[config.mk]
export PLATFORM = sky130hd
export DESIGN_NAME = timer_clk_sel
export DESIGN_NICKNAME = d
export VERILOG_FILES = /design/src/rtl/tclk_pkg.sv /design/src/rtl/tclk_prescaler.sv /design/src/rtl/tclk_edge_sync.sv /design/src/rtl/tclk_src_mux.sv /design/src/rtl/timer_clk_sel.sv
export SDC_FILE = /design/constraint.sdc
export NUM_CORES = 1
export LEC_CHECK = 0
export BUFFER_PORTS_ARGS = -buffer_cell sky130_fd_sc_hd__buf_2
export CORE_MARGIN = 4
export CORE_UTILIZATION = 41
export CTS_BUF_LIST = sky130_fd_sc_hd__clkbuf_16
export CTS_CLUSTER_DIAMETER = 150
export DETAILED_ROUTE_END_ITERATION = 7
export GPL_TIMING_DRIVEN = 0
export PLACE_DENSITY_LB_ADDON = 0.12
export SETUP_SLACK_MARGIN = 0.05
export SYNTH_ARGS = -nofsm -noshare
export SYNTH_HDL_FRONTEND = slang
export SYNTH_SLANG_ARGS = --single-unit
[constraint.sdc]
create_clock -name clk -period 2.4 [get_ports clk]
set_clock_uncertainty 0.2 [all_clocks]
set_input_delay 0.24 -clock clk [delete_from_list [all_inputs] [get_ports clk]]
set_output_delay 0.24 -clock clk [all_outputs]
set_load 0.05 [all_outputs]
[src/rtl/tclk_pkg.sv]
// Package: shared types for the timer count-enable source selector.
// Assumes: two select bits per counter, one code per source.
package tclk_pkg;

    typedef enum logic [1:0] {
        SRC_NONE  = 2'b00,
        SRC_PRESC = 2'b01,
        SRC_SLOW  = 2'b10,
        SRC_EVENT = 2'b11
    } src_sel_e;

    localparam int SEL_W   = 2;
    localparam int NUM_SRC = 1 << SEL_W;

endpackage

[src/rtl/tclk_prescaler.sv]
// Module: tclk_prescaler
// Divides the system clock by (div + 1) using a down counter that reloads
// from a software-written register. The tick is high while the counter is
// zero. A register write lands only in the register; the counter picks it
// up at its next reload.
// Assumes: synchronous active-low reset, single clock domain.
module tclk_prescaler #(
    parameter int DIV_W = 5
) (
    input  logic             clk,
    input  logic             rst_n,
    input  logic             wr_en,
    input  logic [DIV_W-1:0] wr_data,
    output logic [DIV_W-1:0] div_q,
    output logic [DIV_W-1:0] cnt_q,
    output logic             tick
);

    localparam logic [DIV_W-1:0] ZERO = '0;
    localparam logic [DIV_W-1:0] ONE  = {{(DIV_W-1){1'b0}}, 1'b1};

    logic reload;

    // Reload point: counter has run down to zero
    always_comb begin
        reload = (cnt_q == ZERO);
        tick   = reload;
    end

    // Divide register: loads on a write strobe
    always_ff @(posedge clk) begin
        if (!rst_n) begin
            div_q <= ZERO;
        end else if (wr_en) begin
            div_q <= wr_data;
        end
    end

    // Down counter: reloads from the register at zero, else counts down
    always_ff @(posedge clk) begin
        if (!rst_n) begin
            cnt_q <= ZERO;
        end else if (reload) begin
            cnt_q <= div_q;
        end else begin
            cnt_q <= cnt_q - ONE;
        end
    end

endmodule

[src/rtl/tclk_edge_sync.sv]
// Module: tclk_edge_sync
// Brings an asynchronous level into the system clock domain through
// SYNC_STAGES flops, then adds one flop and emits a one-cycle pulse on each
// rising edge of the synchronized level.
// Assumes: the input holds each level for at least two system clock cycles
// (input at no more than a quarter of the system clock); SYNC_STAGES >= 2.
module tclk_edge_sync #(
    parameter int SYNC_STAGES = 2
) (
    input  logic clk,
    input  logic rst_n,
    input  logic async_in,
    output logic rise_pulse
);

    localparam int CHAIN = SYNC_STAGES + 1;

    logic [CHAIN:0] chain;

    // Chain input: raw asynchronous level
    always_comb chain[0] = async_in;

    for (genvar g = 1; g <= CHAIN; g++) begin : g_stage
        // One synchronizer or edge-detect stage
        always_ff @(posedge clk) begin
            if (!rst_n) begin
                chain[g] <= 1'b0;
            end else begin
                chain[g] <= chain[g-1];
            end
        end
    end

    // Rising edge: synchronized level high, delayed copy still low
    always_comb rise_pulse = chain[CHAIN-1] & ~chain[CHAIN];

endmodule

[src/rtl/tclk_src_mux.sv]
// Module: tclk_src_mux
// Holds the source select of one counter and routes the chosen pulse source
// to that counter's count enable. Source 0 is tied low.
// Assumes: every source is already a one-cycle pulse in the clk domain, so
// switching the select cannot produce a pulse by itself.
module tclk_src_mux
    import tclk_pkg::*;
(
    input  logic               clk,
    input  logic               rst_n,
    input  logic               sel_wr,
    input  logic [SEL_W-1:0]   sel_wdata,
    input  logic [NUM_SRC-1:0] src_pulse,
    output logic [SEL_W-1:0]   sel_q,
    output logic               cnt_en
);

    src_sel_e sel_e;

    // Select register: resets to no source, loads on its write strobe
    always_ff @(posedge clk) begin
        if (!rst_n) begin
            sel_q <= SRC_NONE;
        end else if (sel_wr) begin
            sel_q <= sel_wdata;
        end
    end

    // Route the chosen source to the count enable
    always_comb begin
        sel_e = src_sel_e'(sel_q);
        unique case (sel_e)
            SRC_NONE:  cnt_en = 1'b0;
            SRC_PRESC: cnt_en = src_pulse[SRC_PRESC];
            SRC_SLOW:  cnt_en = src_pulse[SRC_SLOW];
            SRC_EVENT: cnt_en = src_pulse[SRC_EVENT];
            default:   cnt_en = 1'b0;
        endcase
    end

endmodule

[src/rtl/timer_clk_sel.sv]
// Module: timer_clk_sel (top)
// Count-enable generator for NUM_CNT timer counters. One shared prescaler
// tick, a synchronized slow-clock edge and a synchronized event edge feed one
// source mux per counter.
// Assumes: slow_clk and ext_evt hold each level for at least two clk cycles;
// all outputs are in the clk domain and freeze when clk stops.
module timer_clk_sel
    import tclk_pkg::*;
#(
    parameter int NUM_CNT     = 2,
    parameter int DIV_W       = 5,
    parameter int SYNC_STAGES = 2
) (
    input  logic               clk,
    input  logic               rst_n,
    input  logic               presc_wr,
    input  logic [DIV_W-1:0]   presc_wdata,
    output logic [DIV_W-1:0]   presc_rd,
    input  logic [NUM_CNT-1:0] sel_wr,
    input  logic [SEL_W-1:0]   sel_wdata,
    input  logic               slow_clk,
    input  logic               ext_evt,
    output logic [NUM_CNT-1:0] cnt_en
);

    logic [DIV_W-1:0]         presc_div;
    logic [DIV_W-1:0]         presc_cnt;
    logic                     presc_tick;
    logic                     slow_pulse;
    logic                     evt_pulse;
    logic [NUM_SRC-1:0]       src_pulse;
    logic [NUM_CNT*SEL_W-1:0] sel_all;

    tclk_prescaler #(
        .DIV_W (DIV_W)
    ) u_presc (
        .clk     (clk),
        .rst_n   (rst_n),
        .wr_en   (presc_wr),
        .wr_data (presc_wdata),
        .div_q   (presc_div),
        .cnt_q   (presc_cnt),
        .tick    (presc_tick)
    );

    tclk_edge_sync #(
        .SYNC_STAGES (SYNC_STAGES)
    ) u_slow_sync (
        .clk        (clk),
        .rst_n      (rst_n),
        .async_in   (slow_clk),
        .rise_pulse (slow_pulse)
    );

    tclk_edge_sync #(
        .SYNC_STAGES (SYNC_STAGES)
    ) u_evt_sync (
        .clk        (clk),
        .rst_n      (rst_n),
        .async_in   (ext_evt),
        .rise_pulse (evt_pulse)
    );

    // Gather the pulse sources in select-code order
    always_comb begin
        src_pulse            = '0;
        src_pulse[SRC_PRESC] = presc_tick;
        src_pulse[SRC_SLOW]  = slow_pulse;
        src_pulse[SRC_EVENT] = evt_pulse;
        presc_rd             = presc_div;
    end

    for (genvar c = 0; c < NUM_CNT; c++) begin : g_cnt
        tclk_src_mux u_mux (
            .clk       (clk),
            .rst_n     (rst_n),
            .sel_wr    (sel_wr[c]),
            .sel_wdata (sel_wdata),
            .src_pulse (src_pulse),
            .sel_q     (sel_all[c*SEL_W +: SEL_W]),
            .cnt_en    (cnt_en[c])
        );
    end

endmodule

# Yosys cells after proc, flatten, opt, wreduce, memory -nomap -nowiden

Cells that the tools add are included.

Flip-flop bits (word level): 20
Bits of input ports: 14
Output and inout bits: 7
Word-level logic and storage cells: 27

Add/subtract/negate cells: 1
Equal/unequal tests: 6
Muxes and demuxes: 3
Bitwise operators: 4
Reductions and logical operators: 3

Operator list:

| kind                                                               | count |
|---|---|
| 2-bit == test, second input constant                               | 4 |
| 1-bit one-hot mux with 4 select lines                              | 2 |
| 5-bit logical NOT                                                  | 1 |
| 5-bit two-way mux                                                  | 1 |
| 5-bit by 1-bit subtractor with 5-bit output, second input constant | 1 |
| 2-bit by 1-bit == test with 1-bit output, second input constant    | 2 |
| 2-bit logical NOT                                                  | 2 |
| 1-bit bitwise AND                                                  | 2 |
| 1-bit inverter                                                     | 2 |

# Depth between registers and ports, before layout

Gate-level depths: netlist of the first run.

Depth in word-level cells: 3
Depth in mapped cells: 7
Gate-level depth less buffers: 5

# Modules after synthesis

A second synthesis of the first run with hierarchy kept.

Cells, all modules: 75
Area, all modules: 809.5 um2

Modules (own cells, without submodules):

| module         | times used | cells an instance | area each (um2) |
|---|---|---|---|
| tclk_prescaler | 1          | 42                | 427.9 |
| tclk_src_mux   | 2          | 9                 | 96.3 |
| tclk_edge_sync | 2          | 7                 | 92.6 |
| timer_clk_sel  | 1          | 1                 | 3.8 |

# Least setup slack after synthesis of the first run

No wires, ideal clock.

Kind: reg-to-output
From: reg u_presc.cnt_q[0]
To: out cnt_en[0]
Data arrival time: 1662 ps
Setup slack: 298 ps
Cell stages (with the launch flop): 8
Cell sequence: dfxtp_1 > inv_1 > ha_1 > or4b_1 > buf_2 > or2_1 > a31oi_1 > buf_4

Word-level cells in the longest chain between the ends: 2

Ends and longest elaborated chain:

| item                                  | line                 | text |
|---|---|---|
| from (decl)                           | tclk_prescaler.sv:15 | `output logic [DIV_W-1:0] cnt_q,` |
| from (signal assigned)                | tclk_prescaler.sv:44 | `cnt_q <= div_q;` |
| from (signal assigned)                | tclk_prescaler.sv:46 | `cnt_q <= cnt_q - ONE;` |
| 5-bit logical NOT                     | tclk_prescaler.sv:26 | `reload = (cnt_q == ZERO);` |
| 1-bit one-hot mux with 4 select lines | tclk_src_mux.sv:32   | `unique case (sel_e)` |
| to (decl)                             | timer_clk_sel.sv:23  | `output logic [NUM_CNT-1:0] cnt_en` |

Every way passes these cells.

# Worst setup path in the final report of the first run

From: reg u_presc.cnt_q[1]
To: out cnt_en[1]

Same word-level chain as after synthesis.

==> results of run 1 <==
==> Yosys cell counts (all sizes together) <==
library cell	number
xor2	1
or2	2
clkbuf	3
nor3	1
xnor2	1
a21boi	1
nor2	2
o21ai	1
or4b	1
o21a	1
buf	3
dfxtp	20
a31oi	2
a21oi	3
ha	1
nand2	4
and2	6
inv	3
o211a	3
nor2b	11
mux2i	9
==> logic make-up after synthesis <==
family,after synthesis,synth area share
XOR/XNOR,2,0.02198
multiplexers,9,0.1130
AND/OR/NAND/NOR,27,0.1962
AO/OA/AOI/OAI,11,0.09733
adder cells (fa/ha/maj),1,0.01570
buffers and inverters,9,0.05336
flip-flops,20,0.5023
==> layout make-up <==
class	instances	share of cell area
clock inverters	1	0.02712
inverters	3	0.01017
clock buffers	3	0.06780
well taps	25	0.02825
repair buffers	24	0.1446
plain buffers	5	0.02373
multi-input cells	50	0.3345
flip-flops and latches	20	0.3638
==> power breakdown <==
part	total [uW]	leakage (uW)	switching (uW)	internal, uW
clock	446	0.0000511	116	330
sequential	412	0.000166	32.8	379
combinational	328	0.000301	151	177
==> sequential cells by signal, indices dropped and copies added, names as in the netlist <==
name,cells
u_presc.div_q,5
u_slow_sync.chain,3
u_presc.cnt_q,5
u_evt_sync.chain,3
g_cnt.u_mux.sel_q,4
==> worst max-delay path, cell delays in order (launching register included) <==
cell	delay [ns]
dfxtp_2	0.32
inv_2	0.06
ha_4	0.12
or4b_4	0.46
or2_1	0.22
a31oi_1	0.18
buf_4	0.14
buf_8	0.13
==> final timing paths <==
check | from | endpoint | slack [ns] | depth (start not counted)
max | u_presc.cnt_q[1]$_SDFF_PN0_ | cnt_en[1] | 0.08 | 7
min | presc_wdata[1] | u_presc.div_q[1]$_SDFFE_PN0P_ | 0.05 | 3
max reg2reg | u_presc.cnt_q[1]$_SDFF_PN0_ | u_presc.cnt_q[3]$_SDFF_PN0_ | 0.72 | 6
min reg2reg | u_evt_sync.chain[1]$_SDFF_PN0_ | u_evt_sync.chain[2]$_SDFF_PN0_ | 0.22 | 1
==> per-stage QoR <==
stage / hold slack [ns] / cells / power (uW) / TNS, ns
after floorplan: 0.1673 / 79 / 607.9 / 0
after global placement: 0.2117 / 122 / 648.9 / 0
after detailed placement: 0.2143 / 122 / 658.9 / 0
after CTS: 0.05289 / 131 / 1208 / -0.0004665
after global routing: 0.07216 / 131 / 1261 / -0.01454
final: 0.05277 / 131 / 1187 / 0
==> layer usage <==
metal / share of wire / global-route usage / routed length [um] / vias to the layer above
met5: 0 / 0 / 0 / -
met4: 0.011 / 0.07860 / 16 / 0
met3: 0.076 / 0.03438 / 108 / 2
met2: 0.52 / 0.2490 / 738 / 13
met1: 0.39 / 0.1074 / 555 / 262
li1: - / - / - / 313
==> repair_timing <==
action / in CTS / in global routing
resized for setup: 15 / 0
pin swaps: 2 / 2
endpoints found under the setup margin: 2 / 2
hold endpoints to repair: 2 / 0
hold buffers: 2 / 0
buffers inserted: 3 / 1
==> impl_results.md, run 1 <==
* Clock Sinks at 20
* Crit end category: output pin
* Initial Util at 0.4470
* Clock buffer depth at 2
* Final worst slack at between 0.08 and 0.09 ns
* CP Max Fanout at 3
* Die W at 52.09 um
* Post-placement cell area at roughly 920 um2
* Routability cong. at ~0.76
* Share of the synthesized area in the top cell type at 0.5024
* Ant. Diodes at 0
* CTS H-tree lvls at 1
* Share of cells above drive strength 1 at 0.3208
* Reg clk slew, reported paths at 0.05 ns
* Final Hold Vio Count at 0
* Num rows at 15
* Synth Register Bits at 20
* First-pass GRT wire length at between 2 and 2.5 mm
* Number of synthesis warnings at 0
* Period utilisation layout at 0.9665
* Vert. Die Dim at between 50 and 60 um
* Storage element area at 402.9 um2
* Via count at between 500 and 600
* Hold Path Class: input port to flip-flop
* Final Max Slew Viols at 0
* Max Cap Viol at 0
* Power Density at ~1100 nW/um2
* P_leak at around 0.00052 uW
* Setup slack at placement at between 0.05 and 0.06 ns
* Routed WL at ~1.4 mm
* Commonest non-fill, non-tap cell in the layout: dfxtp_1
* Synth area leaders: dfxtp_1, mux2i_1, nor2b_1
* Mapped Cells at 79
* Initial antenna violation count at 0
* Slew at the pin closest to its max-slew limit at approximately 0.35 ns
* I/O pin count at 21
* Largest net degree at the start of global routing at 13
* Hpwl dp at between 1 and 1.5 mm
* Drt pass-1 iters at 2
* VDD IR max at about 0.69 mV
* Area leader, netlist: dfxtp_1
* Die ar. at around 2700 um2
* PortBufs at 18
* Syn_area_per_cell at slightly above 10 um2
* Crit start category: flip-flop
* GRT Total Usage at 0.1261
* Fill count at roughly 160
* Area of the multi-input gates at approximately 370 um2
* Initial DRC Count at 3
* Synth unique cells at 22
* Final-stage net count at 122
* Relative slew slack at 0.7651
* Final core utilization at 0.6211
* Vias in the first global route at 646
* GRT overflow at 0
* # DRC at 0
* Final-report setup violation count at 0
* Most frequent cells in the layout: dfxtp_1, buf_2, nor2b_1
* Post-Synthesis Cell Area at about 800 um2
* Min Tclk post-route at around 2.3 ns
* Area of the core at between 1500 and 2000 um2
* WL per Instance at 10.83 um
* RSZ-0062 raised after global routing: yes
* Design area at ~1100 um2
* Routed Antenna Nets at 0
* Worst Setup Path Type: flip-flop to output pin
* Post-synthesis net count at between 90 and 100
* Clk_lat worst skew at 0.25 ns
* Worst EP arrival at 1.88 ns
* CTS tree: done
* Num CTS Buffers at 3
* Status: finished clean
* Clk root buf: clkbuf_16
* Avg Vias per Cell at roughly 4.5
* Critical path data required time at 1.96 ns
* Fmax at 0.4311 GHz
* Syn-to-layout area delta at 38.93%
* Register area share after synthesis at 0.5024
Note: power is estimated with default switching activity, not from simulation.
==> run 2: changes to the inputs <==
==> constraint.sdc (replaced) <==
create_clock -name clk -period 2.4 [get_ports clk]
set_clock_uncertainty 0.2 [all_clocks]
set_input_delay 0 -clock clk [delete_from_list [all_inputs] [get_ports clk]]
set_output_delay 0 -clock clk [all_outputs]
set_load 0.05 [all_outputs]
==> run 2 against run 1 <==
Compared with the run above: non-clock buffer count grew 20; maximum frequency is 3.5% higher; die area is the same; setup slack improved by 0.079 ns; combinational power up 1%; sequential power about the same; sequential share of layout area decreased by 5.9 points; count of clock-buffer cells in the layout unchanged; critical path type unchanged; critical endpoint is now cnt_en[0]; largest cell class unchanged.
==> impl_results.md, run 2 (synthesized netlist as in run 1, its figures left out) <==
* Status: finished clean
* GRT overflow at 0
* Area of the core at 1783 um2
* Largest regs: u_presc.cnt_q x5, u_presc.div_q x5, g_cnt.u_mux.sel_q x4
* Vert. Die Dim at between 50 and 60 um
* Logic pwr share at 0.279
* Die ar. at between 2000 and 3000 um2
* First-pass GRT wire length at slightly above 3 mm
* Initial Util at 0.4470
* Crit start category: flip-flop
* Syn-to-layout area delta at 64.68%
* Drt pass-1 iters at 3
* Worst EP arrival at 2.04 ns
* Fill count at approximately 130
* Num rows at 15
* I/O pin count at 21
* CTS H-tree lvls at 1
* Reg clk slew, reported paths at 0.06 ns
* Switching power at about 300 uW
* WL met1 at 664 um
* Worst Setup Path Type: flip-flop to output pin
* Largest net degree at the start of global routing at 13
* Reg2reg start: g_cnt[0].u_mux.sel_q[1]$_SDFFE_PN0P_
* CP Max Fanout at 10
* Initial DRC Count at 2
* Hold Path Class: flip-flop to flip-flop
* Final-report setup violation count at 0
* Critical path data required time at 2.20 ns
* Placed cell count at 122
* Period utilisation layout at 0.9337
* Num CTS Buffers at 3
* Clock Sinks at 20
* Storage element area at around 400 um2
* Clock power share at 0.379
* Most frequent cells in the layout: dlygate4sd3_1, dfxtp_1, buf_2
* Overall Power at ~1200 uW
* # DRC at 0
* Power Density at approximately 910 nW/um2
* Reg2reg path depth at 4
* Share of cells above drive strength 1 at 0.2143
* DR WL met2 at 962 um
* Setup_tns at 0 ns
* Sw frac at 0.2530
* Final-stage net count at 142
* Die W at 52.09 um
* Routed Antenna Nets at 0
* FF-to-FF setup slack at between 0.4 and 0.5 ns
* CP max stage cell: or4b_4
* Clock buffer depth at 2
* Final Hold Vio Count at 0
* Post-Layout Cell Count at 151
* Routed WL at 1.722 mm
* Routability cong. at ~0.76
* RSZ-0062 raised after global routing: no
* Max Cap Viol at 0
* Fmax at 0.4463 GHz
* Final Max Slew Viols at 0
* Slew at the pin closest to its max-slew limit at roughly 0.35 ns
* Crit end category: output pin
* Relative slew slack at 0.7677
* CTS tree: done
* Met3 Wirelength at approximately 80 um
* Clk root buf: clkbuf_16
* DR top layer: met4
* CP Cell Sequence: inv_1, ha_4, or4b_4, buf_6, or2_1, a31oi_1, buf_4, buf_6
* Hpwl dp at between 1 and 1.5 mm
* Area of the multi-input gates at 370.4 um2
* Ant. Diodes at 0
* Setup Buffers After CTS at 0
* Slowest stage delay, CP at 0.45 ns
* Most frequent CP cell: buf_6
* PortBufs at 18
* Part of the power in registers at 0.343
* WL per Instance at 11.40 um
* Avg Vias per Cell at 4.543
* Hold path startpoint: u_evt_sync.chain[1]$_SDFF_PN0_
* GRT Total Usage at 0.1544
* Commonest non-fill, non-tap cell in the layout: dlygate4sd3_1
* P_leak at ~0.0006 uW
* Hold Path Cell Cnt at 1
* VDD IR max at roughly 0.57 mV
* Int Pwr at roughly 900 uW
* Min Tclk post-route at 2.241 ns
* Clk_lat worst skew at roughly 0.25 ns
* WHS Endpoint: u_evt_sync.chain[2]$_SDFF_PN0_
* Initial antenna violation count at 0
* Vias in the first global route at about 780
* RR Endpoint: g_cnt[0].u_mux.sel_q[1]$_SDFFE_PN0P_
* Via count at ~690
[run 2: cell count changes in the layout (fill, tap and decap cells not counted), moves of 2 or more]
cell and delta:
dfxtp_2 -2, dlygate4sd3_1 +23, buf_4 -4, dfxtp_1 +2, buf_6 +2, inv_1 +2, inv_2 -2
[run 2: layout make-up]
cell class                 instances  area share
multi-input combinational         50      0.2822
clock inverter                     1     0.02288
sequential                        20      0.3051
inverter                           3    0.008580
clock buffer                       3     0.05720
buffer                             6     0.02860
tap                               25     0.02383
timing repair buffer              43      0.2717
[run 2: worst max-delay path by stage]
stage,start,cells past startpoint,to
floorplan,u_presc.cnt_q[0]$_SDFF_PN0_,7,cnt_en[0]
global placement,u_presc.cnt_q[0]$_SDFF_PN0_,8,cnt_en[1]
detailed placement,u_presc.cnt_q[0]$_SDFF_PN0_,8,cnt_en[1]
CTS,u_presc.cnt_q[0]$_SDFF_PN0_,8,cnt_en[1]
global route,u_presc.cnt_q[0]$_SDFF_PN0_,8,cnt_en[0]
finish,u_presc.cnt_q[0]$_SDFF_PN0_,8,cnt_en[0]
[run 2: metal layers]
metal  vias to the layer above  GRT usage
li1                        352          -
met1                       319     0.1411
met2                        13     0.3180
met3                         2    0.02865
met4                         0    0.06550
met5                         -          0
[run 2: worst max-delay path, delay by kind of cell (launching register included)]
kind            cells  cell delay [ns]
fa+ha+maj           1             0.14
compound gates      1             0.16
simple gates        2             0.65
buf+inv             4             0.51
flops               1             0.32
[run 2: power groups by stage]
stage	Clock, uW	Sequential, uW	Combinational [uW]
after floorplan	0	423	185
after global placement	0	412	237
after detailed placement	0	413	246
after CTS	457	406	282
after global routing	481	415	369
final	452	409	332
[run 2: timing repair]
action	CTS	global route
hold endpoints to repair	20	0
gates resized for setup	2	9
endpoints found under the setup margin	2	2
hold buffers	25	0
pin swaps	0	3
[run 2: stage by stage]
stage / setup WS (ns) / area (um2) / hold slack, ns / util
floorplan: 0.5383 / 797.0 / -0.07271 / -
global placement: 0.3265 / 918.4 / 0.006416 / 0.5151
global route: 0.05382 / 1313 / 0.2538 / 0.7361
detailed placement: 0.2906 / 918.4 / 0.009652 / 0.5151
CTS: 0.07926 / 1279 / 0.2272 / 0.7172
finish: 0.1592 / 1313 / 0.2240 / 0.7361
